$ cat src/rtl/fcvt_pkg.sv
package fcvt_pkg;

    // Operand class decided at unpack time and carried down the pipe
    typedef enum logic [1:0] {
        CL_ZERO = 2'd0,
        CL_NORM = 2'd1,
        CL_INF  = 2'd2,
        CL_NAN  = 2'd3
    } fclass_e;

endpackage

$ cat src/rtl/fcvt_unpack.sv
module fcvt_unpack
    import fcvt_pkg::*;
#(
    parameter int IN_EW  = 8,
    parameter int IN_FW  = 23,
    parameter int OUT_EW = 5,
    parameter int EXW    = 10
) (
    input  logic [IN_EW+IN_FW:0] word_i,
    output logic                 sgn_o,
    output fclass_e              cls_o,
    output logic signed [EXW-1:0] exp_o,
    output logic [IN_FW-1:0]     frac_o
);

    localparam int BIAS_IN    = (1 << (IN_EW - 1)) - 1;
    localparam int BIAS_OUT   = (1 << (OUT_EW - 1)) - 1;
    localparam int BIAS_SHIFT = BIAS_OUT - BIAS_IN;

    logic [IN_EW-1:0] e_fld;
    logic [IN_FW-1:0] f_fld;

    assign sgn_o  = word_i[IN_EW+IN_FW];
    assign e_fld  = word_i[IN_FW +: IN_EW];
    assign f_fld  = word_i[IN_FW-1:0];
    assign frac_o = f_fld;

    // Denormals are folded into the zero class here (flush to zero)
    always_comb begin
        if (e_fld == '1)
            cls_o = (f_fld != '0) ? CL_NAN : CL_INF;
        else if (e_fld == '0)
            cls_o = CL_ZERO;
        else
            cls_o = CL_NORM;
    end

    // Rebias into a signed exponent wide enough to hold any out-of-range value
    assign exp_o = $signed({{(EXW-IN_EW){1'b0}}, e_fld}) + $signed(EXW'(BIAS_SHIFT));

endmodule

$ cat src/rtl/fcvt_round.sv
module fcvt_round #(
    parameter int IN_FW  = 23,
    parameter int OUT_FW = 10
) (
    input  logic [IN_FW-1:0]  frac_i,
    output logic [OUT_FW-1:0] frac_o,
    output logic              carry_o
);

    localparam int DROP = IN_FW - OUT_FW;

    generate
        if (OUT_FW >= IN_FW) begin : g_widen
            if (OUT_FW == IN_FW) begin : g_equal
                assign frac_o = frac_i;
            end else begin : g_pad
                assign frac_o = {frac_i, {(OUT_FW-IN_FW){1'b0}}};
            end
            assign carry_o = 1'b0;
        end else begin : g_narrow
            logic [OUT_FW-1:0] keep;
            logic              guard;
            logic              sticky;
            logic              bump;
            logic [OUT_FW:0]   sum;

            assign keep  = frac_i[IN_FW-1:DROP];
            assign guard = frac_i[DROP-1];
            if (DROP > 1) begin : g_sticky
                assign sticky = |frac_i[DROP-2:0];
            end else begin : g_no_sticky
                assign sticky = 1'b0;
            end

            // nearest, ties go to the even kept value
            assign bump    = guard & (sticky | keep[0]);
            assign sum     = {1'b0, keep} + (OUT_FW+1)'(bump);
            assign frac_o  = sum[OUT_FW-1:0];
            assign carry_o = sum[OUT_FW];
        end
    endgenerate

endmodule

$ cat src/rtl/fcvt_pack.sv
module fcvt_pack
    import fcvt_pkg::*;
#(
    parameter int OUT_EW = 5,
    parameter int OUT_FW = 10,
    parameter int EXW    = 10
) (
    input  logic                  sgn_i,
    input  fclass_e               cls_i,
    input  logic signed [EXW-1:0] exp_i,
    input  logic [OUT_FW-1:0]     frac_i,
    input  logic                  carry_i,
    output logic [OUT_EW+OUT_FW:0] word_o,
    output logic                  ovf_o,
    output logic                  udf_o
);

    localparam logic signed [EXW-1:0] EXP_TOP   = EXW'((1 << OUT_EW) - 1);
    localparam logic signed [EXW-1:0] EXP_ONE   = EXW'(1);
    localparam logic [OUT_FW-1:0]     QNAN_FRAC = {1'b1, {(OUT_FW-1){1'b0}}};

    logic signed [EXW-1:0] e_fin;

    // Range is judged only after the rounding carry has been folded in
    assign e_fin = exp_i + $signed({{(EXW-1){1'b0}}, carry_i});

    always_comb begin
        word_o = '0;
        ovf_o  = 1'b0;
        udf_o  = 1'b0;
        case (cls_i)
            CL_ZERO: word_o = {sgn_i, {(OUT_EW+OUT_FW){1'b0}}};
            CL_INF:  word_o = {sgn_i, {OUT_EW{1'b1}}, {OUT_FW{1'b0}}};
            CL_NAN:  word_o = {1'b0, {OUT_EW{1'b1}}, QNAN_FRAC};
            default: begin
                if (e_fin >= EXP_TOP) begin
                    ovf_o  = 1'b1;
                    word_o = {sgn_i, {OUT_EW{1'b1}}, {OUT_FW{1'b0}}};
                end else if (e_fin < EXP_ONE) begin
                    udf_o  = 1'b1;
                    word_o = {sgn_i, {(OUT_EW+OUT_FW){1'b0}}};
                end else begin
                    word_o = {sgn_i, e_fin[OUT_EW-1:0], frac_i};
                end
            end
        endcase
    end

endmodule

$ cat src/rtl/fp_fmt_convert.sv
module fp_fmt_convert
    import fcvt_pkg::*;
#(
    parameter int IN_EW  = 8,
    parameter int IN_FW  = 23,
    parameter int OUT_EW = 5,
    parameter int OUT_FW = 10
) (
    input  logic                    clk,
    input  logic                    rst_n,
    input  logic                    in_vld,
    input  logic [IN_EW+IN_FW:0]    in_word,
    output logic                    out_vld,
    output logic [OUT_EW+OUT_FW:0]  out_word,
    output logic                    out_ovf,
    output logic                    out_udf
);

    localparam int  OUT_W   = 1 + OUT_EW + OUT_FW;
    localparam bit  NARROW  = (OUT_EW < IN_EW) || (OUT_FW < IN_FW);
    localparam int  LATENCY = NARROW ? 3 : 2;
    localparam int  EXW     = ((IN_EW > OUT_EW) ? IN_EW : OUT_EW) + 2;
    localparam logic [OUT_W-2:0]  INF_MAG   = {{OUT_EW{1'b1}}, {OUT_FW{1'b0}}};
    localparam logic [OUT_FW-1:0] QNAN_FRAC = {1'b1, {(OUT_FW-1){1'b0}}};

    typedef struct packed {
        logic                  vld;
        logic                  sgn;
        fclass_e               cls;
        logic signed [EXW-1:0] exp;
        logic [IN_FW-1:0]      frac;
    } unp_t;

    typedef struct packed {
        logic                  vld;
        logic                  sgn;
        fclass_e               cls;
        logic signed [EXW-1:0] exp;
        logic [OUT_FW-1:0]     frac;
        logic                  cry;
    } rnd_t;

    typedef struct packed {
        logic              vld;
        logic [OUT_W-1:0]  word;
        logic              ovf;
        logic              udf;
    } res_t;

    unp_t unp_d, unp_q;
    rnd_t rnd_d, rnd_s;
    res_t res_d, res_q;

    logic                  u_sgn;
    fclass_e               u_cls;
    logic signed [EXW-1:0] u_exp;
    logic [IN_FW-1:0]      u_frac;
    logic [OUT_FW-1:0]     r_frac;
    logic                  r_cry;
    logic [OUT_W-1:0]      p_word;
    logic                  p_ovf;
    logic                  p_udf;

    // ---------------- stage 1: classify and rebias ----------------
    fcvt_unpack #(
        .IN_EW (IN_EW),
        .IN_FW (IN_FW),
        .OUT_EW(OUT_EW),
        .EXW   (EXW)
    ) i_unpack (
        .word_i(in_word),
        .sgn_o (u_sgn),
        .cls_o (u_cls),
        .exp_o (u_exp),
        .frac_o(u_frac)
    );

    always_comb begin
        unp_d.vld  = in_vld;
        unp_d.sgn  = u_sgn;
        unp_d.cls  = u_cls;
        unp_d.exp  = u_exp;
        unp_d.frac = u_frac;
    end

    always_ff @(posedge clk or negedge rst_n) begin
        if (!rst_n) unp_q <= '0;
        else        unp_q <= unp_d;
    end

    // ---------------- stage 2: fraction resize ----------------
    fcvt_round #(
        .IN_FW (IN_FW),
        .OUT_FW(OUT_FW)
    ) i_round (
        .frac_i (unp_q.frac),
        .frac_o (r_frac),
        .carry_o(r_cry)
    );

    always_comb begin
        rnd_d.vld  = unp_q.vld;
        rnd_d.sgn  = unp_q.sgn;
        rnd_d.cls  = unp_q.cls;
        rnd_d.exp  = unp_q.exp;
        rnd_d.frac = r_frac;
        rnd_d.cry  = r_cry;
    end

    // Narrowing adds a register between rounding and range check
    generate
        if (NARROW) begin : g_mid_reg
            rnd_t rnd_q;
            always_ff @(posedge clk or negedge rst_n) begin
                if (!rst_n) rnd_q <= '0;
                else        rnd_q <= rnd_d;
            end
            assign rnd_s = rnd_q;
        end else begin : g_mid_pass
            assign rnd_s = rnd_d;
        end
    endgenerate

    // ---------------- final stage: range check and pack ----------------
    fcvt_pack #(
        .OUT_EW(OUT_EW),
        .OUT_FW(OUT_FW),
        .EXW   (EXW)
    ) i_pack (
        .sgn_i  (rnd_s.sgn),
        .cls_i  (rnd_s.cls),
        .exp_i  (rnd_s.exp),
        .frac_i (rnd_s.frac),
        .carry_i(rnd_s.cry),
        .word_o (p_word),
        .ovf_o  (p_ovf),
        .udf_o  (p_udf)
    );

    always_comb begin
        res_d.vld  = rnd_s.vld;
        res_d.word = p_word;
        res_d.ovf  = rnd_s.vld & p_ovf;
        res_d.udf  = rnd_s.vld & p_udf;
    end

    always_ff @(posedge clk or negedge rst_n) begin
        if (!rst_n) res_q <= '0;
        else        res_q <= res_d;
    end

    assign out_vld  = res_q.vld;
    assign out_word = res_q.word;
    assign out_ovf  = res_q.ovf;
    assign out_udf  = res_q.udf;

    // ---------------- output checks ----------------
    logic [1:0] warm_d, warm_q;

    always_comb warm_d = (warm_q == 2'd3) ? warm_q : warm_q + 2'd1;

    always_ff @(posedge clk or negedge rst_n) begin
        if (!rst_n) warm_q <= '0;
        else        warm_q <= warm_d;
    end

    assert_latency_R1: assert property (@(posedge clk) disable iff (!rst_n)
        (warm_q >= 2'(LATENCY)) |-> (out_vld == $past(in_vld, LATENCY)));

    assert_flags_excl_R6: assert property (@(posedge clk) disable iff (!rst_n)
        !(out_ovf && out_udf));

    assert_ovf_inf_R6: assert property (@(posedge clk) disable iff (!rst_n)
        out_ovf |-> (out_vld && out_word[OUT_W-2:0] == INF_MAG));

    assert_udf_zero_R7: assert property (@(posedge clk) disable iff (!rst_n)
        out_udf |-> (out_vld && out_word[OUT_W-2:0] == '0));

    assert_nan_quiet_R5: assert property (@(posedge clk) disable iff (!rst_n)
        (out_vld && out_word[OUT_FW +: OUT_EW] == '1 && out_word[OUT_FW-1:0] != '0)
        |-> (out_word[OUT_FW-1:0] == QNAN_FRAC && !out_word[OUT_W-1] && !out_ovf && !out_udf));

endmodule

$ cat config.mk
export PLATFORM = sky130hd
export DESIGN_NAME = fp_fmt_convert
export DESIGN_NICKNAME = d
export VERILOG_FILES = /design/src/rtl/fcvt_pkg.sv /design/src/rtl/fcvt_unpack.sv /design/src/rtl/fcvt_round.sv /design/src/rtl/fcvt_pack.sv /design/src/rtl/fp_fmt_convert.sv
export SDC_FILE = /design/constraint.sdc
export NUM_CORES = 1
export LEC_CHECK = 0
export BUFFER_PORTS_ARGS = -buffer_cell sky130_fd_sc_hd__buf_2
export CORE_ASPECT_RATIO = 0.5
export CORE_MARGIN = 10
export CORE_UTILIZATION = 54
export CTS_CLUSTER_SIZE = 10
export DETAILED_ROUTE_END_ITERATION = 16
export PLACE_DENSITY = 0.89
export SLEW_MARGIN = 30
export SYNTH_ARGS = -nofsm -noshare
export SYNTH_HDL_FRONTEND = slang
export SYNTH_SLANG_ARGS = --single-unit
$ cat constraint.sdc
create_clock -name clk -period 3 [get_ports clk]
set_input_delay 0 -clock clk [delete_from_list [all_inputs] [get_ports clk]]
set_output_delay 0 -clock clk [all_outputs]
set_load 0.01 [all_outputs]
==> run_results.csv, run 1 <==
group,metric,value,unit
floorplan,io_pins,54,
placement,dp.cells,326,
finish,syn_to_final_growth,30.3,%
logic_synthesis,ys_warn_count,0,
finish,insertedDiodeCount,0,
worst_setup_path,endpoint_kind,"register",
placement,hpwl,4100,um
floorplan,core-area,0.00504,mm2
clock_network,cts_resized,0,
power_and_ir_drop,ir_drop,0.000339,V
global_route,grt_use_met2,24.3,%
timing,holdWs,0.222,ns
logic_synthesis,synth_top_area_share,70.0,%
placement,io_buffers,53,
timing,timing.slew.headroom,54.5,%
placement,placed_area,0.00322,mm2
global_route,grt_overflow,0,
timing,max_clock_freq,0.416,GHz
clock_network,numCtsBuffers,9,
clock_network,cts_sinks,81,
outcome,status,"complete, no violations",
logic_synthesis,synth_cells,206,
global_route,top_usage_layer,"met2",
detailed_routing,drc_errors,0,
finish,drive_gt1_share,26.0,%
finish,design_area,0.00377,mm2
logic_synthesis,synth.avg_cell_area,14.0,um2
timing,worst_pin_slew,0.683,ns
worst_setup_path,crit_chain,"ha_1 > ha_1 > and4_1 > a2111oi_4 > o211a_4 > o21ai_2 > nor4b_1",
timing,setup-violations-final,0,
timing,min_period,2.40,ns
timing,finalClockSkew,0.0144,ns
worst_setup_path,cp-start-kind,"register",
placement,dp_slack,0.673,ns
global_route,grt_pass1_vias,2158,
worst_setup_path,critPathMostFrequentCell,"ha_1",
finish,final_cell_mix,"81 x dfrtp_1, 52 x buf_2, 36 x dlygate4sd3_1, 13 x nor4_1",
global_route,grt_max_degree,82,
detailed_routing,num_vias,2008,
global_route,gr-usage-met3,4.61,%
global_route,grt.met1_usage,18.2,%
global_route,antenna_found_initial,0,
worst_setup_path,critPathMaxFanout,11,
worst_setup_path,path_buf_inv,0,
worst_setup_path,critPathMaxStageDelay,0.42,ns
finish,fill_cells,316,
finish,nets,343,
detailed_routing,drt-pass1-iter-count,4,
clock_network,clk_pin_slew,0.09,ns
clock_network,cts_hold_buf,36,
clock_network,cts_root_buf,"clkbuf_8",
power_and_ir_drop,p_leak,1.72,nW
timing,drv_slew,0,
worst_setup_path,cp.required,3.23,ns
global_route,grt_pass1_wl,10500,um
detailed_routing,vias_per_cell,5.31,
logic_synthesis,syn_area,0.00289,mm2
detailed_routing,ant_nets,0,
floorplan,die_w,124,um
clock_network,clock_latency,0.35,ns
timing,rsz0062_at_grt,"false",
clock_network,clockBufferDepth,2,
worst_setup_path,critPathSlowestCell,"a2111oi_4",
timing,setup_slack,0.595,ns
clock_network,cts_htree_levels,3,
logic_synthesis,syn_nets,246,
logic_synthesis,synth_top_area_cell,"dfrtp_1",
logic_synthesis,yosysSeqAreaShare,70.0,%
logic_synthesis,synth_seq_cells,81,
detailed_routing,post_drt_wl_per_cell,16.9,um
logic_synthesis,synth.top_cells.by_area,"dfrtp_1 70%, nor4_1 2.8%, ha_1 2.2%, nor4_2 2.2%, xnor2_1 2.1%",
timing,finalSetupTns,0,ns
worst_setup_path,critPathKind,"reg -> reg",
timing,hold_viol,0,
logic_synthesis,synth.distinct_cells,31,
detailed_routing,drt_first_iter_violations,115,
floorplan,dieArea,0.00887,mm2
worst_setup_path,cp_top_family,"compound AO/OA/AOI/OAI gates",
detailed_routing,wl,6410,um
floorplan,die_h,71.8,um
finish,fin_cells,378,
floorplan,start_util,57.4,%
hold_path,hold_class,"in -> async",
run,drv_cap,0,
placement,gp_congestion,0.830,
worst_setup_path,arrival,2.64,ns
clock_network,cts_setup_buffers,0,
timing,fin_crit_sh,80.2,%
global_route,track_usage,15.3,%
floorplan,row_count,18,
clock_network,cts_tree,"built",
finish,final_common_cell,"dfrtp_1",
power_and_ir_drop,p_per_area,554,mW/mm2
==> path summary, 6_finish.rpt <==
| path | start | end | slack, ns | cells past startpoint |
|---|---|---|---|---|
| max | g_mid_reg.rnd_q[11]$_DFF_PN0_ | out_word[0]$_DFF_PN0_ | 0.60 | 7 |
| max reg2reg | g_mid_reg.rnd_q[11]$_DFF_PN0_ | out_word[0]$_DFF_PN0_ | 0.60 | 7 |
| min | rst_n | g_mid_reg.rnd_q[14]$_DFF_PN0_ | 0.22 | 2 |
| max in group asynchronous | rst_n | g_mid_reg.rnd_q[3]$_DFF_PN0_ | 2.28 | 2 |
| min reg2reg | rnd_d[20]$_DFF_PN0_ | g_mid_reg.rnd_q[20]$_DFF_PN0_ | 0.35 | 0 |
| min in group clk | in_word[0] | unp_q[0]$_DFF_PN0_ | 0.30 | 2 |
==> cell usage after synthesis <==
| library cell | count |
|---|---|
| dfrtp_1 | 81 |
| nor4_1 | 13 |
| inv_1 | 11 |
| nand3_1 | 11 |
| nor2_1 | 10 |
| nand2_1 | 9 |
| xnor2_1 | 7 |
| nand4_1 | 6 |
| xor2_1 | 6 |
| a31oi_1 | 5 |
| and2_1 | 5 |
| ha_1 | 5 |
| nor4_2 | 5 |
| o21ai_0 | 5 |
| a21o_1 | 4 |
| nor3_1 | 3 |
| a2111oi_4 | 2 |
| a21oi_1 | 2 |
| buf_6 | 2 |
| nor4b_1 | 2 |
| o21bai_1 | 2 |
| a211o_1 | 1 |
| and3_2 | 1 |
| and3b_1 | 1 |
| and4_1 | 1 |
| clkbuf_1 | 1 |
| mux2_2 | 1 |
| o211a_4 | 1 |
| o211ai_1 | 1 |
| o21ai_2 | 1 |
| or3_1 | 1 |
==> layer usage <==
layer	up-vias	part of all wire, %	routed length [um]
met4	0	3.4	220
met1	973	42	2690
met5	-	0	0
met2	90	48	3070
li1	926	-	-
met3	19	6.8	433
==> cell families (layout without fill, tap and decap cells) <==
family          Yosys count  in the layout  synth area share (%)
flops                    81             81                  70.0
simple gates             68             68                  13.9
compound gates           24             24                  7.22
buf+inv                  14            116                  2.33
xor+xnor                 13             13                  3.93
fa+ha+maj                 5              5                  2.16
mux                       1              1                 0.389
==> layout make-up <==
| class | count | area, um2 | share of cell area (%) |
|---|---|---|---|
| Sequential cell | 81 | 2030 | 53.7 |
| Multi-Input combinational cell | 111 | 800 | 21.2 |
| Timing Repair Buffer | 89 | 632 | 16.8 |
| Clock buffer | 9 | 124 | 3.28 |
| Tap cell | 70 | 87.6 | 2.32 |
| Clock inverter | 7 | 60.1 | 1.59 |
| Inverter | 11 | 41.3 | 1.09 |
==> flip-flops by register name (all words and copies together), names as in the netlist <==
register,count
g_mid_reg.rnd_q,25
unp_q,23
out_word,16
rnd_d,14
out_ovf,1
out_udf,1
out_vld,1
==> where the power goes <==
part           switching (mW)  internal, mW
Combinational          0.0880        0.0850
Sequential             0.0352          1.15
Clock                   0.418         0.316
==> stage by stage <==
stage / utilization (%) / power, mW
final: 74.8 / 2.09
after detailed placement: 63.9 / 1.34
after global routing: 74.8 / 2.18
after floorplan: - / 1.26
after global placement: 63.9 / 1.33
after CTS: 74.7 / 2.10
(Power assumes the default switching activity.)
==> run 2, diff against run 1 <==
- clock period: 3 -> 2.5 ns (I/O delays scaled with it)
==> run_results.csv, run 2 (synthesized netlist as in run 1, its figures left out) <==
group,metric,value,unit
placement,io_buffers,53,
power_and_ir_drop,p_per_area,678,mW/mm2
global_route,track_usage,15.2,%
timing,drv_slew,0,
worst_setup_path,critPathMaxStageDelay,0.43,ns
worst_setup_path,worst-r2r-cell-count,7,
timing,fin_crit_sh,96.5,%
floorplan,dieArea,0.00887,mm2
finish,largest_reg_flops,25,
finish,nets,342,
floorplan,die_w,124,um
floorplan,die_h,71.8,um
floorplan,row_count,18,
finish,syn_to_final_growth,32.0,%
placement,gp_congestion,0.868,
clock_network,clk_pin_slew,0.09,ns
clock_network,numCtsBuffers,9,
floorplan,core-area,0.00504,mm2
timing,finalClockSkew,0.00984,ns
clock_network,clock_latency,0.35,ns
timing,setup-violations-final,0,
global_route,grt_pass1_wl,10400,um
clock_network,clockBufferDepth,2,
worst_setup_path,critPathMaxFanout,11,
finish,final_common_cell,"dfrtp_1",
worst_setup_path,crit_chain,"ha_1 > ha_1 > and4_1 > a2111oi_4 > o211a_4 > o21ai_4 > nor4b_1",
worst_setup_path,critPathMostFrequentCell,"ha_1",
power_and_ir_drop,ir_drop,0.000464,V
worst_setup_path,critPathSlowestCell,"a2111oi_4",
timing,holdWs,0.245,ns
detailed_routing,drt-pass1-iter-count,4,
global_route,grt_pass1_vias,2096,
worst_setup_path,endpoint_kind,"register",
global_route,grt_overflow,0,
detailed_routing,ant_nets,0,
worst_setup_path,r2r_start,"g_mid_reg.rnd_q[11]$_DFF_PN0_",
power_and_ir_drop,p_leak,1.73,nW
detailed_routing,post_drt_wl_per_cell,16.8,um
worst_setup_path,path_buf_inv,0,
run,drv_cap,0,
detailed_routing,num_vias,2012,
worst_setup_path,cp_top_family,"compound AO/OA/AOI/OAI gates",
worst_setup_path,critPathKind,"reg -> reg",
floorplan,io_pins,54,
timing,max_clock_freq,0.414,GHz
finish,final_cell_mix,"81 x dfrtp_1, 52 x buf_2, 35 x dlygate4sd3_1, 11 x inv_1, 11 x nor4_1",
detailed_routing,vias_per_cell,5.32,
clock_network,cts_setup_buffers,0,
worst_setup_path,arrival,2.66,ns
hold_path,hold_class,"in -> async",
timing,timing.slew.headroom,53.5,%
placement,hpwl,4220,um
clock_network,cts_sinks,81,
outcome,status,"complete, no violations",
timing,rsz0062_at_grt,"false",
finish,drive_gt1_share,27.0,%
worst_setup_path,worst_r2r_endpoint,"out_word[0]$_DFF_PN0_",
detailed_routing,drt_first_iter_violations,125,
worst_setup_path,reg2reg_slack,0.09,ns
timing,hold_viol,0,
finish,regMostFlops,"g_mid_reg.rnd_q",
worst_setup_path,cp-start-kind,"register",
clock_network,cts_root_buf,"clkbuf_8",
clock_network,cts_htree_levels,3,
floorplan,start_util,57.4,%
global_route,grt_max_degree,82,
clock_network,cts_tree,"built",
global_route,antenna_found_initial,1,
worst_setup_path,cp.required,2.75,ns
timing,finalSetupTns,0,ns
timing,worst_pin_slew,0.698,ns
detailed_routing,wl,6350,um
timing,min_period,2.41,ns
detailed_routing,drc_errors,0,
-- run 2: per-layer routing --
metal	wire length, um	global-route usage, %	vias up
li1	-	-	918
met1	2530	17.1	987
met2	3120	24.9	87
met3	534	6.02	20
met4	163	7.32	0
met5	0	0	-
-- run 2: power breakdown --
part	total, mW	switching, mW	leakage [nW]	internal [mW]
combinational	0.213	0.110	0.659	0.102
clock	0.959	0.480	0.104	0.479
sequential	1.42	0.0397	0.970	1.38
-- run 2: worst reg2reg max path: cells and delay by family (launching register included) --
kind            cells  cell delay (ns)
compound gates      3             0.80
fa+ha+maj           2             0.53
flops               1             0.38
simple gates        2             0.60
-- run 2: worst max-delay path by stage --
stage | start | end | slack (ns) | depth (start not counted)
4_1_cts | g_mid_reg.rnd_q[11]$_DFF_PN0_ | out_word[6]$_DFF_PN0_ | 0.02 | 7
6_report | g_mid_reg.rnd_q[11]$_DFF_PN0_ | out_word[0]$_DFF_PN0_ | 0.09 | 7
3_3_place_gp | g_mid_reg.rnd_q[11]$_DFF_PN0_ | out_word[0]$_DFF_PN0_ | 0.28 | 7
3_5_place_dp | g_mid_reg.rnd_q[11]$_DFF_PN0_ | out_word[6]$_DFF_PN0_ | 0.05 | 7
5_1_grt | g_mid_reg.rnd_q[11]$_DFF_PN0_ | out_word[0]$_DFF_PN0_ | 0.001 | 7
2_1_floorplan | g_mid_reg.rnd_q[11]$_DFF_PN0_ | out_word[2]$_DFF_PN0_ | 0.37 | 8
-- run 2: cell type report --
type,instances,area (um2)
clock buffer,9,124
inverter,11,41.3
sequential,81,2030
antenna,1,2.50
tap,70,87.6
timing repair buffer,88,622
multi-input combinational,111,833
clock inverter,7,82.6
fill,334,1220
-- run 2: through the flow --
step                      cell area (um2)  setup WS (ns)  cells  utilization, %  power [mW]
final                                3820         0.0864    378            75.7        2.59
after global routing                 3820       0.000986    378            75.7        2.70
after CTS                            3780         0.0158    377            74.9        2.61
after detailed placement             3220         0.0481    326            63.9        1.60
after global placement               3220          0.276    326            63.9        1.59
after floorplan                      2890          0.374    206               -        1.51
-- run 2: repair_timing --
item                       in CTS  in global routing
hold endpoints to repair      118                  0
gates resized for setup         0                  5
setup endpoints to repair       0                  4
hold buffers                   35                  0
==> run 3, diff against run 2 <==
- HOLD_SLACK_MARGIN: not set -> 0.03
- PLACE_DENSITY: 0.89 -> 0.79
==> run_results.csv, run 3 (synthesized netlist as in run 1, its figures left out) <==
group,metric,value,unit
floorplan,core-area,0.00504,mm2
global_route,grt_overflow,0,
floorplan,io_pins,54,
global_route,antenna_found_initial,0,
power_and_ir_drop,p_leak,1.72,nW
clock_network,cts_htree_levels,3,
clock_network,clockBufferDepth,2,
timing,rsz0062_at_grt,"true",
global_route,grt_pass1_vias,2043,
timing,min_period,2.39,ns
finish,syn_to_final_growth,30.3,%
clock_network,clock_latency,0.35,ns
finish,post-route-util,74.7,%
detailed_routing,drt_first_iter_violations,119,
worst_setup_path,critPathKind,"reg -> reg",
clock_network,numCtsBuffers,9,
timing,drv_slew,0,
timing,finalClockSkew,0.0142,ns
global_route,track_usage,14.1,%
detailed_routing,post_drt_wl_per_cell,15.3,um
finish,nets,343,
global_route,grt.met1_usage,17.7,%
worst_setup_path,critPathMaxStageDelay,0.41,ns
floorplan,dieArea,0.00887,mm2
outcome,status,"complete, no violations",
worst_setup_path,critPathSlowestCell,"a2111oi_4",
worst_setup_path,worst_r2r_endpoint,"out_word[0]$_DFF_PN0_",
timing,max_clock_freq,0.418,GHz
power_and_ir_drop,p_total,2.49,mW
global_route,top_usage_layer,"met2",
finish,drive_gt1_share,26.0,%
finish,design_area,0.00377,mm2
placement,gp_congestion,0.924,
finish,final_cell_mix,"81 x dfrtp_1, 52 x buf_2, 36 x dlygate4sd3_1, 13 x nor4_1",
finish,fill_cells,339,
detailed_routing,drt-pass1-iter-count,4,
worst_setup_path,crit_chain,"ha_1 > ha_1 > and4_1 > a2111oi_4 > o211a_4 > o21ai_2 > nor4b_1",
clock_network,cts_root_buf,"clkbuf_8",
global_route,grt_max_degree,82,
worst_setup_path,worst-r2r-cell-count,7,
timing,hold_viol,0,
power_and_ir_drop,ir_drop,0.000400,V
clock_network,cts_resized,0,
worst_setup_path,r2r_start,"g_mid_reg.rnd_q[11]$_DFF_PN0_",
worst_setup_path,arrival,2.63,ns
floorplan,die_h,71.8,um
timing,holdWs,0.235,ns
placement,placed_area,0.00322,mm2
finish,final_common_cell,"dfrtp_1",
worst_setup_path,reg2reg_slack,0.11,ns
global_route,grt_use_met2,21.5,%
clock_network,cts_sinks,81,
run,drv_cap,0,
floorplan,die_w,124,um
floorplan,start_util,57.4,%
global_route,gr-usage-met3,5.32,%
clock_network,clk_pin_slew,0.08,ns
clock_network,cts_setup_buffers,0,
timing,fin_crit_sh,95.7,%
timing,setup-violations-final,0,
clock_network,cts_tree,"built",
detailed_routing,ant_nets,0,
timing,timing.slew.headroom,55.3,%
floorplan,row_count,18,
worst_setup_path,cp.required,2.73,ns
detailed_routing,wl,5770,um
timing,worst_pin_slew,0.671,ns
power_and_ir_drop,p_per_area,659,mW/mm2
finish,regMostFlops,"g_mid_reg.rnd_q",
hold_path,hold_class,"in -> async",
placement,hpwl,3890,um
detailed_routing,vias_per_cell,4.97,
worst_setup_path,critPathMaxFanout,11,
placement,io_buffers,53,
worst_setup_path,cp-endpoint,"out_word[0]$_DFF_PN0_",
worst_setup_path,critPathMostFrequentCell,"ha_1",
finish,insertedDiodeCount,0,
global_route,grt_pass1_wl,9800,um
worst_setup_path,endpoint_kind,"register",
detailed_routing,drc_errors,0,
finish,largest_reg_flops,25,
worst_setup_path,cp-start-kind,"register",
detailed_routing,num_vias,1877,
worst_setup_path,cp-startpoint,"g_mid_reg.rnd_q[11]$_DFF_PN0_",
==> run 3: cell type report <==
cell class	count	area, um2	area share (%)
inverters	11	41.3	1.10
clock buffers	9	124	3.29
repair buffers	89	632	16.8
clock inverters	7	58.8	1.56
multi-input cells	111	800	21.2
flip-flops and latches	81	2030	53.8
well taps	70	87.6	2.32
==> run 3: per-stage QoR <==
stage,instances,setup slack (ns),setup TNS (ns)
6_report,378,0.108,0
5_1_grt,378,-0.0816,-0.166
4_1_cts,378,0.146,0
3_5_place_dp,326,0.176,0
3_3_place_gp,326,0.272,0
2_1_floorplan,206,0.374,0
==> run 3: where the power goes <==
part | leakage [nW] | internal [mW] | total, mW | switching [mW]
sequential | 0.970 | 1.38 | 1.41 | 0.0379
clock | 0.0929 | 0.379 | 0.866 | 0.487
combinational | 0.657 | 0.102 | 0.205 | 0.103
==> run 3: worst min path at each step <==
stage                start  slack (ns)  cells after the start                            to
2_1_floorplan        rst_n       -0.30                      0  g_mid_reg.rnd_q[0]$_DFF_PN0_
3_3_place_gp        in_vld        0.11                      1           rnd_d[24]$_DFF_PN0_
3_5_place_dp   in_word[31]        0.12                      1           rnd_d[23]$_DFF_PN0_
4_1_cts         in_word[7]        0.27                      2            unp_q[7]$_DFF_PN0_
5_1_grt        in_word[16]        0.28                      2           unp_q[16]$_DFF_PN0_
6_report             rst_n        0.23                      2           rnd_d[13]$_DFF_PN0_
==> run 3: repair_timing <==
action	CTS	global route
setup endpoints to repair	0	3
endpoints found under the hold margin	118	0
hold buffers	36	0
==> run 3: layer usage <==
metal / vias up / part of all wire (%) / wire length (um)
li1: 922 / - / -
met3: 4 / 6.8 / 392
met4: 0 / 0.92 / 53
met1: 895 / 46 / 2670
met2: 56 / 46 / 2650
met5: - / 0 / 0
==> run 3: worst max-delay path: cells and delay by family, from the launching register on <==
| kind | cells | cell delay, ns |
|---|---|---|
| DFF | 1 | 0.38 |
| adders and majority gates | 2 | 0.52 |
| AOI/OAI and AO/OA | 3 | 0.78 |
| and+or+nand+nor | 2 | 0.60 |
